$ cat src/rtl/excret_pkg.sv
package excret_pkg;

    typedef enum logic [1:0] {
        RES_OK        = 2'b00,
        RES_FAULT_OLD = 2'b01,
        RES_FAULT_NEW = 2'b10
    } result_e;

    typedef enum logic [1:0] {
        RK_HANDLER    = 2'd0,
        RK_THREAD_MSP = 2'd1,
        RK_THREAD_PSP = 2'd2,
        RK_ILLEGAL    = 2'd3
    } ret_kind_e;

    localparam logic [3:0] NIB_HANDLER    = 4'h1;
    localparam logic [3:0] NIB_THREAD_MSP = 4'h9;
    localparam logic [3:0] NIB_THREAD_PSP = 4'hD;

    localparam logic [1:0] CS_NESTED = 2'b00;
    localparam logic [1:0] CS_BASE   = 2'b01;

    localparam logic [3:0] FAULT_TAG = 4'hF;

endpackage

$ cat src/rtl/excret_decode.sv
module excret_decode
    import excret_pkg::*;
#(
    parameter int XLEN  = 32,
    parameter int HI_LO = 5,
    parameter int HI_HI = 27
) (
    input  logic [XLEN-1:0] ret_value,
    input  logic [1:0]      cmpl_status,
    input  logic            nbt_en,
    output ret_kind_e       kind,
    output logic            to_handler,
    output logic            to_process,
    output logic            verdict_fault,
    output logic            hibits_bad
);
    localparam int HI_N = HI_HI - HI_LO + 1;

    logic [HI_N-1:0] hi_field;
    logic            not_active;
    logic            nested;
    logic            thread_blocked;

    always_comb begin
        unique case (ret_value[3:0])
            NIB_HANDLER:    kind = RK_HANDLER;
            NIB_THREAD_MSP: kind = RK_THREAD_MSP;
            NIB_THREAD_PSP: kind = RK_THREAD_PSP;
            default:        kind = RK_ILLEGAL;
        endcase
    end

    assign hi_field   = ret_value[HI_HI:HI_LO];
    assign hibits_bad = ~(&hi_field);

    assign not_active     = cmpl_status[1];
    assign nested         = (cmpl_status == CS_NESTED);
    assign to_handler     = (kind == RK_HANDLER);
    assign to_process     = (kind == RK_THREAD_PSP);
    assign thread_blocked = (kind == RK_THREAD_MSP || kind == RK_THREAD_PSP)
                            && nested && !nbt_en;

    assign verdict_fault = not_active || (kind == RK_ILLEGAL) || thread_blocked;

endmodule

$ cat src/rtl/excret_mode_check.sv
module excret_mode_check #(
    parameter int XLEN      = 32,
    parameter int EXC_W     = 9,
    parameter int ALIGN_BIT = 9,
    parameter int PAD_BIT   = 2
) (
    input  logic            want_handler,
    input  logic [XLEN-1:0] restored_psr,
    input  logic [XLEN-1:0] restored_sp,
    output logic            mismatch,
    output logic [XLEN-1:0] sp_fixed
);
    localparam logic [XLEN-1:0] PAD_MASK = XLEN'(1) << PAD_BIT;

    logic exc_is_zero;

    assign exc_is_zero = (restored_psr[EXC_W-1:0] == '0);
    assign mismatch    = (want_handler == exc_is_zero);

    generate
        if (ALIGN_BIT < XLEN) begin : g_pad
            assign sp_fixed = restored_psr[ALIGN_BIT] ? (restored_sp | PAD_MASK)
                                                      : restored_sp;
        end else begin : g_nopad
            assign sp_fixed = restored_sp;
        end
    endgenerate

endmodule

$ cat src/rtl/excret_guard.sv
module excret_guard
    import excret_pkg::*;
#(
    parameter int XLEN      = 32,
    parameter int EXC_W     = 9,
    parameter int NMI_NUM   = 2,
    parameter int ALIGN_BIT = 9
) (
    input  logic             clk,
    input  logic             rst_n,
    input  logic             req_valid,
    input  logic [XLEN-1:0]  ret_value,
    input  logic [EXC_W-1:0] cur_exc,
    input  logic             nbt_en,
    input  logic [1:0]       cmpl_status,
    input  logic             unstack_valid,
    input  logic [XLEN-1:0]  restored_psr,
    input  logic [XLEN-1:0]  restored_sp,
    output logic             sel_process_sp,
    output logic             pop_go,
    output logic             push_go,
    output logic             invpc_set,
    output logic             ufault_pend,
    output logic             fmask_clr,
    output logic             hibits_warn,
    output logic [XLEN-1:0]  redirect_value,
    output logic [XLEN-1:0]  sp_out,
    output logic             done,
    output logic [1:0]       result
);
    localparam int TAG_LO = XLEN - 4;

    typedef struct packed {
        logic            busy;
        logic            want_handler;
        logic            proc_sp;
        logic [XLEN-1:0] ret_hold;
        logic            pop;
        logic            push;
        logic            invpc;
        logic            upend;
        logic            fmclr;
        logic            warn;
        logic            done;
        result_e         res;
        logic [XLEN-1:0] redirect;
        logic [XLEN-1:0] sp;
    } state_t;

    state_t s_d, s_q;

    ret_kind_e       dec_kind;
    logic            dec_handler;
    logic            dec_process;
    logic            dec_fault;
    logic            dec_warn;
    logic            mc_mismatch;
    logic [XLEN-1:0] mc_sp;
    logic            accept_req;
    logic            accept_pop;

    excret_decode #(
        .XLEN (XLEN)
    ) u_decode (
        .ret_value     (ret_value),
        .cmpl_status   (cmpl_status),
        .nbt_en        (nbt_en),
        .kind          (dec_kind),
        .to_handler    (dec_handler),
        .to_process    (dec_process),
        .verdict_fault (dec_fault),
        .hibits_bad    (dec_warn)
    );

    excret_mode_check #(
        .XLEN      (XLEN),
        .EXC_W     (EXC_W),
        .ALIGN_BIT (ALIGN_BIT)
    ) u_mode (
        .want_handler (s_q.want_handler),
        .restored_psr (restored_psr),
        .restored_sp  (restored_sp),
        .mismatch     (mc_mismatch),
        .sp_fixed     (mc_sp)
    );

    assign accept_req = req_valid && !s_q.busy && (cur_exc != '0);
    assign accept_pop = unstack_valid && s_q.busy;

    always_comb begin
        s_d       = s_q;
        s_d.pop   = 1'b0;
        s_d.push  = 1'b0;
        s_d.invpc = 1'b0;
        s_d.upend = 1'b0;
        s_d.fmclr = 1'b0;
        s_d.warn  = 1'b0;
        s_d.done  = 1'b0;
        s_d.res   = RES_OK;

        if (accept_req) begin
            s_d.fmclr = (cur_exc != EXC_W'(NMI_NUM));
            s_d.warn  = dec_warn;
            if (dec_fault) begin
                s_d.invpc    = 1'b1;
                s_d.upend    = 1'b1;
                s_d.done     = 1'b1;
                s_d.res      = RES_FAULT_OLD;
                s_d.redirect = {FAULT_TAG, ret_value[TAG_LO-1:0]};
            end else begin
                s_d.pop          = 1'b1;
                s_d.busy         = 1'b1;
                s_d.want_handler = dec_handler;
                s_d.proc_sp      = dec_process;
                s_d.ret_hold     = ret_value;
            end
        end else if (accept_pop) begin
            s_d.busy = 1'b0;
            s_d.done = 1'b1;
            s_d.sp   = mc_sp;
            if (mc_mismatch) begin
                s_d.push     = 1'b1;
                s_d.invpc    = 1'b1;
                s_d.upend    = 1'b1;
                s_d.res      = RES_FAULT_NEW;
                s_d.redirect = {FAULT_TAG, s_q.ret_hold[TAG_LO-1:0]};
            end
        end
    end

    always_ff @(posedge clk or negedge rst_n) begin
        if (!rst_n) begin
            s_q <= '0;
        end else begin
            s_q <= s_d;
        end
    end

    assign sel_process_sp = s_q.proc_sp;
    assign pop_go         = s_q.pop;
    assign push_go        = s_q.push;
    assign invpc_set      = s_q.invpc;
    assign ufault_pend    = s_q.upend;
    assign fmask_clr      = s_q.fmclr;
    assign hibits_warn    = s_q.warn;
    assign redirect_value = s_q.redirect;
    assign sp_out         = s_q.sp;
    assign done           = s_q.done;
    assign result         = s_q.res;

    p_pop_no_fault_r6: assert property (@(posedge clk) disable iff (!rst_n)
        pop_go |-> (!invpc_set && !done && !push_go));

    p_push_new_frame_r7: assert property (@(posedge clk) disable iff (!rst_n)
        push_go |-> (done && result == RES_FAULT_NEW && ufault_pend));

    p_thread_ignored_r9: assert property (@(posedge clk) disable iff (!rst_n)
        (req_valid && !s_q.busy && cur_exc == '0 && !unstack_valid)
        |=> (!done && !pop_go && !fmask_clr && !hibits_warn));

    p_nmi_keeps_mask_r4: assert property (@(posedge clk) disable iff (!rst_n)
        (accept_req && cur_exc == EXC_W'(NMI_NUM)) |=> !fmask_clr);

    p_result_legal_r10: assert property (@(posedge clk) disable iff (!rst_n)
        done |-> (result != 2'b11));

    p_sp_pad_r8: assert property (@(posedge clk) disable iff (!rst_n)
        (accept_pop && restored_psr[ALIGN_BIT]) |=> sp_out[2]);

    p_fault_tag_r1: assert property (@(posedge clk) disable iff (!rst_n)
        invpc_set |-> (redirect_value[XLEN-1:TAG_LO] == FAULT_TAG));

endmodule

$ cat config.mk
export PLATFORM = sky130hd
export DESIGN_NAME = excret_guard
export DESIGN_NICKNAME = d
export VERILOG_FILES = /design/src/rtl/excret_pkg.sv /design/src/rtl/excret_decode.sv /design/src/rtl/excret_mode_check.sv /design/src/rtl/excret_guard.sv
export SDC_FILE = /design/constraint.sdc
export NUM_CORES = 1
export LEC_CHECK = 0
export BUFFER_PORTS_ARGS = -buffer_cell sky130_fd_sc_hd__buf_2
export CAP_MARGIN = 20
export CORE_MARGIN = 5
export CORE_UTILIZATION = 30
export DETAILED_ROUTE_END_ITERATION = 10
export GPL_ROUTABILITY_DRIVEN = 0
export PLACE_DENSITY_LB_ADDON = 0.08
export SLEW_MARGIN = 20
export SYNTH_ARGS = -nofsm -noshare
export SYNTH_HDL_FRONTEND = slang
export SYNTH_SLANG_ARGS = --single-unit
$ cat constraint.sdc
create_clock -name clk -period 4.3 [get_ports clk]
set_clock_uncertainty 0.15 [all_clocks]
set_input_delay 0.43 -clock clk [delete_from_list [all_inputs] [get_ports clk]]
set_output_delay 0.43 -clock clk [all_outputs]
set_load 0.1 [all_outputs]
==> results.sh, run 1 <==
export IMPL_reg2reg_to="s_q[82]"
export IMPL_drtIter0Drc=102
export IMPL_final_common_cell="buf_2"
export IMPL_hold_viol=31
export IMPL_path_max_fanout=30
export IMPL_n_antenna_cell=0
export IMPL_fmax_ghz=0.349
export IMPL_clock_latency_ps=340
export IMPL_grt_ovfl_total=0
export IMPL_port_buffers=159
export IMPL_fin_setup_tns_ps=0
export IMPL_cts_tree="built"
export IMPL_ctsHtreeMaxLevel=3
export IMPL_cts_buffers=9
export IMPL_crit_chain="buf_2 -> nand3b_1 -> or2_2 -> ha_1 -> a221o_2 -> a211oi_4 -> buf_4 -> a221o_1"
export IMPL_period_share_pct=66.7
export IMPL_outcome="complete, but fails checks"
export IMPL_yosysWarnings=0
export IMPL_grt_pass1_vias=3065
export IMPL_internal_power_w=0.00201
export IMPL_cts_resized=0
export IMPL_post_synth_inst_count=347
export IMPL_startpoint="ret_value[1]"
export IMPL_rows=44
export IMPL_synth_seq_cells=99
export IMPL_worst_path_buf_inv=2
export IMPL_synth_edf_count=0
export IMPL_initial_core_util_pct=30.9
export IMPL_maxCapViolations=0
export IMPL_endpoint="redirect_value[7]"
export IMPL_ant_nets=0
export IMPL_power_switching_w=0.00187
export IMPL_final_core_util_pct=36.2
export IMPL_fillers=1459
export IMPL_num_io_pins=186
export IMPL_grt_usage_pct=13.0
export IMPL_whs_ps=-30.8
export IMPL_grt_pass1_wl_um=17800
export IMPL_required_ps=4430
export IMPL_violations="negative hold slack"
export IMPL_irDropWorstVdd_uv=290
export IMPL_cts_setup_buffers=0
export IMPL_setup_viol=0
export IMPL_p_clk_share_pct=21.8
export IMPL_rsz0062_at_grt="no"
export IMPL_maxSlewHeadroom_pct=48.6
export IMPL_tightest_slew_ps=771
export IMPL_via_per_inst=4.72
export IMPL_antenna_found_initial=0
export IMPL_p_leak_nw=2.66
export IMPL_die_area_um2=17600
export IMPL_r2r_setup_slack_ps=1830
export IMPL_cp_top_family="compound AO/OA/AOI/OAI gates"
export IMPL_critical_path_class="input pin to flop"
export IMPL_route_detailed_drc=0
export IMPL_syn2layout_area_growth_pct=17.3
export IMPL_crit_cells=8
export IMPL_async_reset_ff_share_pct=100
export IMPL_path_clk_slew_ps=60
export IMPL_rr_startpoint="s_q[107]"
export IMPL_routed_wl_um=11300
export IMPL_nNetsFinal=552
export IMPL_grt_max_degree=77
export IMPL_vias=2959
export IMPL_switching_share_pct=48.1
export IMPL_die_h_um=133
export IMPL_power_density_nw_per_um2=731
export IMPL_final_cell_mix="buf_2 (158), dfrtp_1 (99), mux2_2 (59)"
export IMPL_dp_cells=611
export IMPL_drt_pass1_iterations=4
export IMPL_synth_nets=461
export IMPL_hpwlAfterDp_um=7540
export IMPL_die_width_um=133
export IMPL_power_frac_seq_pct=33.3
export IMPL_arrival_ps=2990
export IMPL_startpoint_type="input pin"
export IMPL_r2r_cells=6
export IMPL_crit_path_max_incr_delay_ps=620
export IMPL_instances_no_fill=627
export IMPL_drv_slew=0
export IMPL_drive_gt1_share_pct=54.9
export IMPL_core_um2=14600
export IMPL_drt_wirelength_per_cell_um=18.0
export IMPL_combPwrFrac_pct=44.9
export IMPL_crit_slowest_cell="a221o_2"
export IMPL_ys_seq_area_share_pct=54.8
export IMPL_synth_top_flop_cell="dfrtp_1"
export IMPL_cts_sinks=99
export IMPL_hold_class="input pin to asynchronous set/reset pin"
export IMPL_fin_crit_ps=2870
export IMPL_endpoint_kind="flop"
export IMPL_syn_avg_cell_area_um2=13.0
export IMPL_clk_path_buf_depth=2
export IMPL_cts_root_buf="clkbuf_16"
export IMPL_synth_area_um2=4520
export IMPL_synth_distinct_cells=31
export IMPL_cts_hold_buf=0
[state kept, by name (all words and copies together) (netlist names)]
| signal | cells |
|---|---|
| pop_go | 1 |
| invpc_set | 1 |
| sel_process_sp | 1 |
| fmask_clr | 1 |
| push_go | 1 |
| sp_out | 32 |
| done | 1 |
| s_q | 30 |
| result | 1 |
| hibits_warn | 1 |
| redirect_value | 29 |
[per-layer routing]
metal	vias up	part of all wire [%]	global-route usage, %	routed length (um)
met5	-	0	0	0
met4	0	1.0	3.64	114
met3	8	7.6	5.32	861
met2	121	45	19.9	5090
met1	1462	46	16.9	5230
li1	1368	-	-	-
[final cells by class]
class	instances	area [um2]	area share [%]
Timing Repair Buffer	164	840	15.8
Clock inverter	2	60.1	1.13
Sequential cell	99	2480	46.7
Multi-Input combinational cell	158	1430	27.0
Tap cell	184	230	4.34
Clock buffer	14	244	4.60
Inverter	6	22.5	0.425
[per-stage QoR]
stage	hold WS (ps)	instance area (um2)	setup slack, ps	power, W
3_5_place_dp	330	5000	1050	0.00306
3_3_place_gp	312	5000	1030	0.00305
6_report	-30.8	5310	1430	0.00388
4_1_cts	135	5300	1420	0.00393
5_1_grt	43.6	5310	1350	0.00404
2_1_floorplan	-15.6	4520	1840	0.00299
[how the worst min path moves through the flow]
stage	cells after the start	end	from
global route	1	s_q[77]	rst_n
finish	1	redirect_value[30]	rst_n
CTS	2	s_q[107]	unstack_valid
global placement	2	sp_out[2]	sp_out[2]
floorplan	0	done	rst_n
detailed placement	2	sp_out[2]	sp_out[2]
[power groups by stage]
stage | Combinational, W | Sequential (W) | Clock (W)
2_1_floorplan | 0.00168 | 0.00131 | 0
3_3_place_gp | 0.00175 | 0.00130 | 0
3_5_place_dp | 0.00176 | 0.00131 | 0
4_1_cts | 0.00176 | 0.00129 | 0.000882
5_1_grt | 0.00180 | 0.00132 | 0.000916
6_report | 0.00174 | 0.00129 | 0.000846
[cells by family after synthesis]
family / Yosys count / share of synthesized area, %
fa+ha+maj: 2 / 0.553
mux: 61 / 15.2
compound gates: 39 / 8.30
simple gates: 56 / 7.47
flops: 99 / 54.8
buf+inv: 90 / 13.7
[cell usage after synthesis (all sizes together) (2+ instances only)]
cell type | n | share of area [%]
a221o | 29 | 6.4
nor3 | 2 | 0.22
a21oi | 2 | 0.22
clkbuf | 8 | 0.66
inv | 6 | 0.50
buf | 76 | 13
nor2 | 5 | 0.42
ha | 2 | 0.55
nand2b | 3 | 0.42
and3 | 28 | 3.9
nand4 | 5 | 0.69
o21ai | 3 | 0.33
nand2 | 3 | 0.25
or2 | 2 | 0.28
nor4 | 4 | 0.55
mux2 | 61 | 15
dfrtp | 99 | 55
No activity file was read; power rests on OpenSTA's default activity.
==> run 2: changes to the inputs <==
==> constraint.sdc (replaced) <==
create_clock -name clk -period 2.55 [get_ports clk]
set_clock_uncertainty 0.15 [all_clocks]
set_input_delay 0.255 -clock clk [delete_from_list [all_inputs] [get_ports clk]]
set_output_delay 0.255 -clock clk [all_outputs]
set_load 0.1 [all_outputs]
==> results.sh, run 2 (same netlist as run 1, synthesis figures left out) <==
export IMPL_crit_path_max_incr_delay_ps=690
export IMPL_drt_pass1_iterations=4
export IMPL_routed_wl_um=11600
export IMPL_fmax_ghz=0.433
export IMPL_grt_pass1_wl_um=19100
export IMPL_largest_reg_flops=32
export IMPL_cts_setup_buffers=0
export IMPL_drv_slew=0
export IMPL_crit_slowest_cell="or2_2"
export IMPL_min_path_cells=2
export IMPL_n_antenna_cell=0
export IMPL_tightest_slew_ps=729
export IMPL_hold_viol=0
export IMPL_grt_ovfl_total=0
export IMPL_reg2reg_to="redirect_value[21]"
export IMPL_crit_chain="dlygate4sd3_1 -> buf_2 -> nand2_1 -> a311oi_1 -> or2_2 -> a221o_1"
export IMPL_path_max_fanout=29
export IMPL_maxCapViolations=0
export IMPL_vias=3106
export IMPL_die_width_um=133
export IMPL_rows=44
export IMPL_min_delay_start="ret_value[14]"
export IMPL_cts_root_buf="clkbuf_16"
export IMPL_antenna_found_initial=0
export IMPL_final_common_cell="buf_2"
export IMPL_die_area_um2=17600
export IMPL_place_area_um2=5120
export IMPL_grt_pass1_vias=3539
export IMPL_fin_crit_ps=2310
export IMPL_via_per_inst=4.64
export IMPL_core_um2=14600
export IMPL_cts_buffers=9
export IMPL_startpoint_type="input pin"
export IMPL_port_buffers=159
export IMPL_grt_max_degree=54
export IMPL_cts_tree="built"
export IMPL_period_share_pct=90.6
export IMPL_outcome="complete, no violations"
export IMPL_dp_cells=621
export IMPL_design_area_um2=5740
export IMPL_r2r_setup_slack_ps=430
export IMPL_path_clk_slew_ps=70
export IMPL_final_cell_mix="buf_2 (158), dfrtp_1 (99), mux2_2 (59)"
export IMPL_ant_nets=0
export IMPL_fin_setup_tns_ps=0
export IMPL_p_leak_nw=2.86
export IMPL_whs_endpoint="s_q[87]"
export IMPL_final_core_util_pct=39.2
export IMPL_drtIter0Drc=95
export IMPL_setup_viol=0
export IMPL_initial_core_util_pct=30.9
export IMPL_die_h_um=133
export IMPL_power_density_nw_per_um2=1130
export IMPL_clock_latency_ps=340
export IMPL_route_detailed_drc=0
export IMPL_drt_wirelength_per_cell_um=17.3
export IMPL_hpwlAfterDp_um=8050
export IMPL_cts_resized=0
export IMPL_maxSlewHeadroom_pct=51.4
export IMPL_hold_class="input pin to flop"
export IMPL_nNetsFinal=596
export IMPL_critical_path_class="input pin to flop"
export IMPL_ctsHtreeMaxLevel=3
export IMPL_drive_gt1_share_pct=52.7
export IMPL_required_ps=2680
export IMPL_arrival_ps=2440
export IMPL_r2r_cells=4
export IMPL_rr_startpoint="s_q[107]"
export IMPL_num_io_pins=186
export IMPL_syn2layout_area_growth_pct=27.0
export IMPL_endpoint_kind="flop"
export IMPL_rsz0062_at_grt="no"
export IMPL_clk_path_buf_depth=2
export IMPL_instances_no_fill=670
export IMPL_irDropWorstVdd_uv=426
export IMPL_cts_sinks=99
export IMPL_grt_usage_pct=13.6
export IMPL_fillers=1407
==> run 2: changes by cell type in the layout (fill, tap and decap cells not counted), sizes merged <==
cell         before  now
clkinv            0    2
clkbuf           14   13
buf             164  174
dlygate4sd3       0   34
bufinv            2    0
==> run 2: layout make-up <==
type                            instances  area, um2  share of cell area, %
Inverter                                6       22.5                  0.392
Tap cell                              184        230                   4.01
Clock inverter                          2       10.0                  0.174
Multi-Input combinational cell        158       1430                   24.9
Sequential cell                        99       2480                   43.1
Clock buffer                           13        270                   4.71
Timing Repair Buffer                  208       1300                   22.7
==> run 2: through the flow <==
stage | power, W | setup slack (ps) | hold WS [ps]
2_1_floorplan | 0.00504 | 265 | -191
3_3_place_gp | 0.00516 | 8.34 | 220
3_5_place_dp | 0.00520 | 6.10 | 218
4_1_cts | 0.00657 | 246 | 4.09
5_1_grt | 0.00676 | 149 | 13.9
6_report | 0.00648 | 240 | 22.2
==> run 2: report_power, final <==
group / internal (W) / switching, W
combinational: 0.000604 / 0.00240
clock: 0.000734 / 0.000567
sequential: 0.00198 / 0.000196
total: 0.00332 / 0.00316
==> run 2: worst max path at each step <==
stage                       start            endpoint  slack (ps)  depth (start not counted)
finish              unstack_valid  redirect_value[21]         240                          6
global route        unstack_valid  redirect_value[26]         150                          6
CTS                 unstack_valid  redirect_value[21]         250                          6
detailed placement   ret_value[1]  redirect_value[26]           6                          8
global placement     ret_value[1]   redirect_value[0]           8                          8
floorplan            ret_value[1]   redirect_value[0]         260                          7
==> run 2: repair_timing <==
action	in CTS	in global routing
hold endpoints to repair	84	0
endpoints found under the setup margin	0	0
hold buffers	34	0
==> run 2: layer usage <==
| metal | wire, um | GRT usage, % | vias up |
|---|---|---|---|
| met1 | 5170 | 17.0 | 1538 |
| met3 | 819 | 5.05 | 8 |
| met2 | 5470 | 21.8 | 108 |
| met5 | 0 | 0 | - |
| met4 | 134 | 4.56 | 0 |
| li1 | - | - | 1452 |
==> run 2: worst max-delay path, delay by kind of cell <==
family,cells,cell delay [ps]
compound gates,2,750
buf+inv,2,660
simple gates,2,760
==> run 3: changes to the inputs <==
--- a/config.mk
+++ b/config.mk
@@ -7,8 +7,8 @@
 export LEC_CHECK = 0
 export BUFFER_PORTS_ARGS = -buffer_cell sky130_fd_sc_hd__buf_2
 export CAP_MARGIN = 20
-export CORE_MARGIN = 5
-export CORE_UTILIZATION = 30
+export CORE_MARGIN = 2
+export CORE_UTILIZATION = 44
 export DETAILED_ROUTE_END_ITERATION = 10
 export GPL_ROUTABILITY_DRIVEN = 0
 export PLACE_DENSITY_LB_ADDON = 0.08
==> results.sh, run 3 (same netlist as run 1, synthesis figures left out) <==
export IMPL_routed_wl_um=10400
export IMPL_drt_pass1_iterations=4
export IMPL_antenna_found_initial=0
export IMPL_irDropWorstVdd_uv=707
export IMPL_power_density_nw_per_um2=1070
export IMPL_final_core_util_pct=56.5
export IMPL_drive_gt1_share_pct=51.3
export IMPL_grt_ovfl_total=0
export IMPL_required_ps=2630
export IMPL_grt_max_degree=54
export IMPL_path_max_fanout=29
export IMPL_rsz0062_at_grt="no"
export IMPL_core_um2=10100
export IMPL_largest_reg_flops=32
export IMPL_grt_pass1_wl_um=16300
export IMPL_p_leak_nw=2.87
export IMPL_port_buffers=159
export IMPL_initial_core_util_pct=44.6
export IMPL_tightest_slew_ps=670
export IMPL_ant_nets=0
export IMPL_syn2layout_area_growth_pct=26.6
export IMPL_cts_buffers=9
export IMPL_fin_crit_ps=2270
export IMPL_die_width_um=105
export IMPL_design_area_um2=5720
export IMPL_via_per_inst=5.03
export IMPL_critical_path_class="input pin to flop"
export IMPL_arrival_ps=2350
export IMPL_maxCapViolations=0
export IMPL_num_io_pins=186
export IMPL_die_h_um=105
export IMPL_outcome="complete, no violations"
export IMPL_place_area_um2=5040
export IMPL_clk_path_buf_depth=2
export IMPL_drv_slew=0
export IMPL_hold_class="input pin to flop"
export IMPL_drtIter0Drc=116
export IMPL_dp_cells=574
export IMPL_clock_latency_ps=350
export IMPL_ctsHtreeMaxLevel=3
export IMPL_hold_viol=0
export IMPL_fmax_ghz=0.441
export IMPL_hpwlAfterDp_um=6700
export IMPL_nNetsFinal=612
export IMPL_fin_total_pwr_w=0.00614
export IMPL_final_common_cell="buf_2"
export IMPL_instances_no_fill=639
export IMPL_vias=3215
export IMPL_rows=37
export IMPL_grt_usage_pct=18.7
export IMPL_drt_wirelength_per_cell_um=16.2
export IMPL_fin_setup_tns_ps=0
export IMPL_die_area_um2=11100
export IMPL_route_detailed_drc=0
export IMPL_cts_root_buf="clkbuf_8"
export IMPL_path_clk_slew_ps=80
export IMPL_endpoint_kind="flop"
export IMPL_period_share_pct=89.0
export IMPL_n_antenna_cell=0
export IMPL_grt_pass1_vias=3248
export IMPL_maxSlewHeadroom_pct=55.4
export IMPL_cts_sinks=99
export IMPL_startpoint_type="input pin"
export IMPL_cts_tree="built"
export IMPL_setup_viol=0
export IMPL_final_cell_mix="buf_2 (158), dfrtp_1 (99), mux2_2 (59)"
==> run 3: changes by cell type in the layout (fill, tap and decap cells not counted), sizes merged <==
| cell | previous run | this run |
|---|---|---|
| dlygate4sd3 | 34 | 49 |
| buf | 174 | 175 |
| clkbuf | 13 | 12 |
| clkinvlp | 0 | 1 |
| inv | 6 | 7 |
==> run 3: layer usage <==
| metal | up-vias | track usage (%) | wire length, um |
|---|---|---|---|
| met5 | - | 0 | 0 |
| met4 | 0 | 7.90 | 223 |
| met3 | 16 | 3.28 | 524 |
| met2 | 109 | 31.6 | 5090 |
| met1 | 1598 | 23.5 | 4540 |
| li1 | 1492 | - | - |
==> run 3: worst max-delay path, stage by stage <==
cell,delay [ps]
dlygate4sd3_1,550
buf_2,150
and3_1,170
and4_1,230
or2_2,550
a221o_1,440
==> run 3: cell type report <==
class / instances / area (um2)
Clock buffer: 12 / 155
Clock inverter: 4 / 33.8
Fill cell: 867 / 4410
Inverter: 6 / 22.5
Multi-Input combinational cell: 158 / 1430
Sequential cell: 99 / 2480
Tap cell: 136 / 170
Timing Repair Buffer: 224 / 1430
==> run 3: final timing paths <==
path,start,to,slack [ps],depth (start not counted)
worst min-delay path,ret_value[13],s_q[86],20,2
max in group asynchronous,rst_n,sp_out[3],1430,3
worst max-delay path,unstack_valid,redirect_value[13],280,6
worst max register to register,s_q[107],redirect_value[13],480,4
worst min register to register,sp_out[2],sp_out[2],340,2
min in group asynchronous,rst_n,sp_out[7],110,2
==> run 3: through the flow <==
stage	setup slack (ps)	hold slack, ps
after CTS	297	2.60
after global placement	40.6	-50.4
after global routing	115	16.5
final	281	22.9
after detailed placement	19.8	-49.5
after floorplan	265	-191
==> run 3: what timing repair did <==
| item | in CTS | in global routing |
|---|---|---|
| setup buffers | 0 | 0 |
| hold buffers | 49 | 0 |
| hold endpoints to repair | 147 | 0 |
| gates resized for setup | 0 | 0 |
==> run 3: report_power, final <==
part	switching (W)	internal, W
registers	0.000195	0.00198
logic	0.00240	0.000617
clock network	0.000535	0.000416
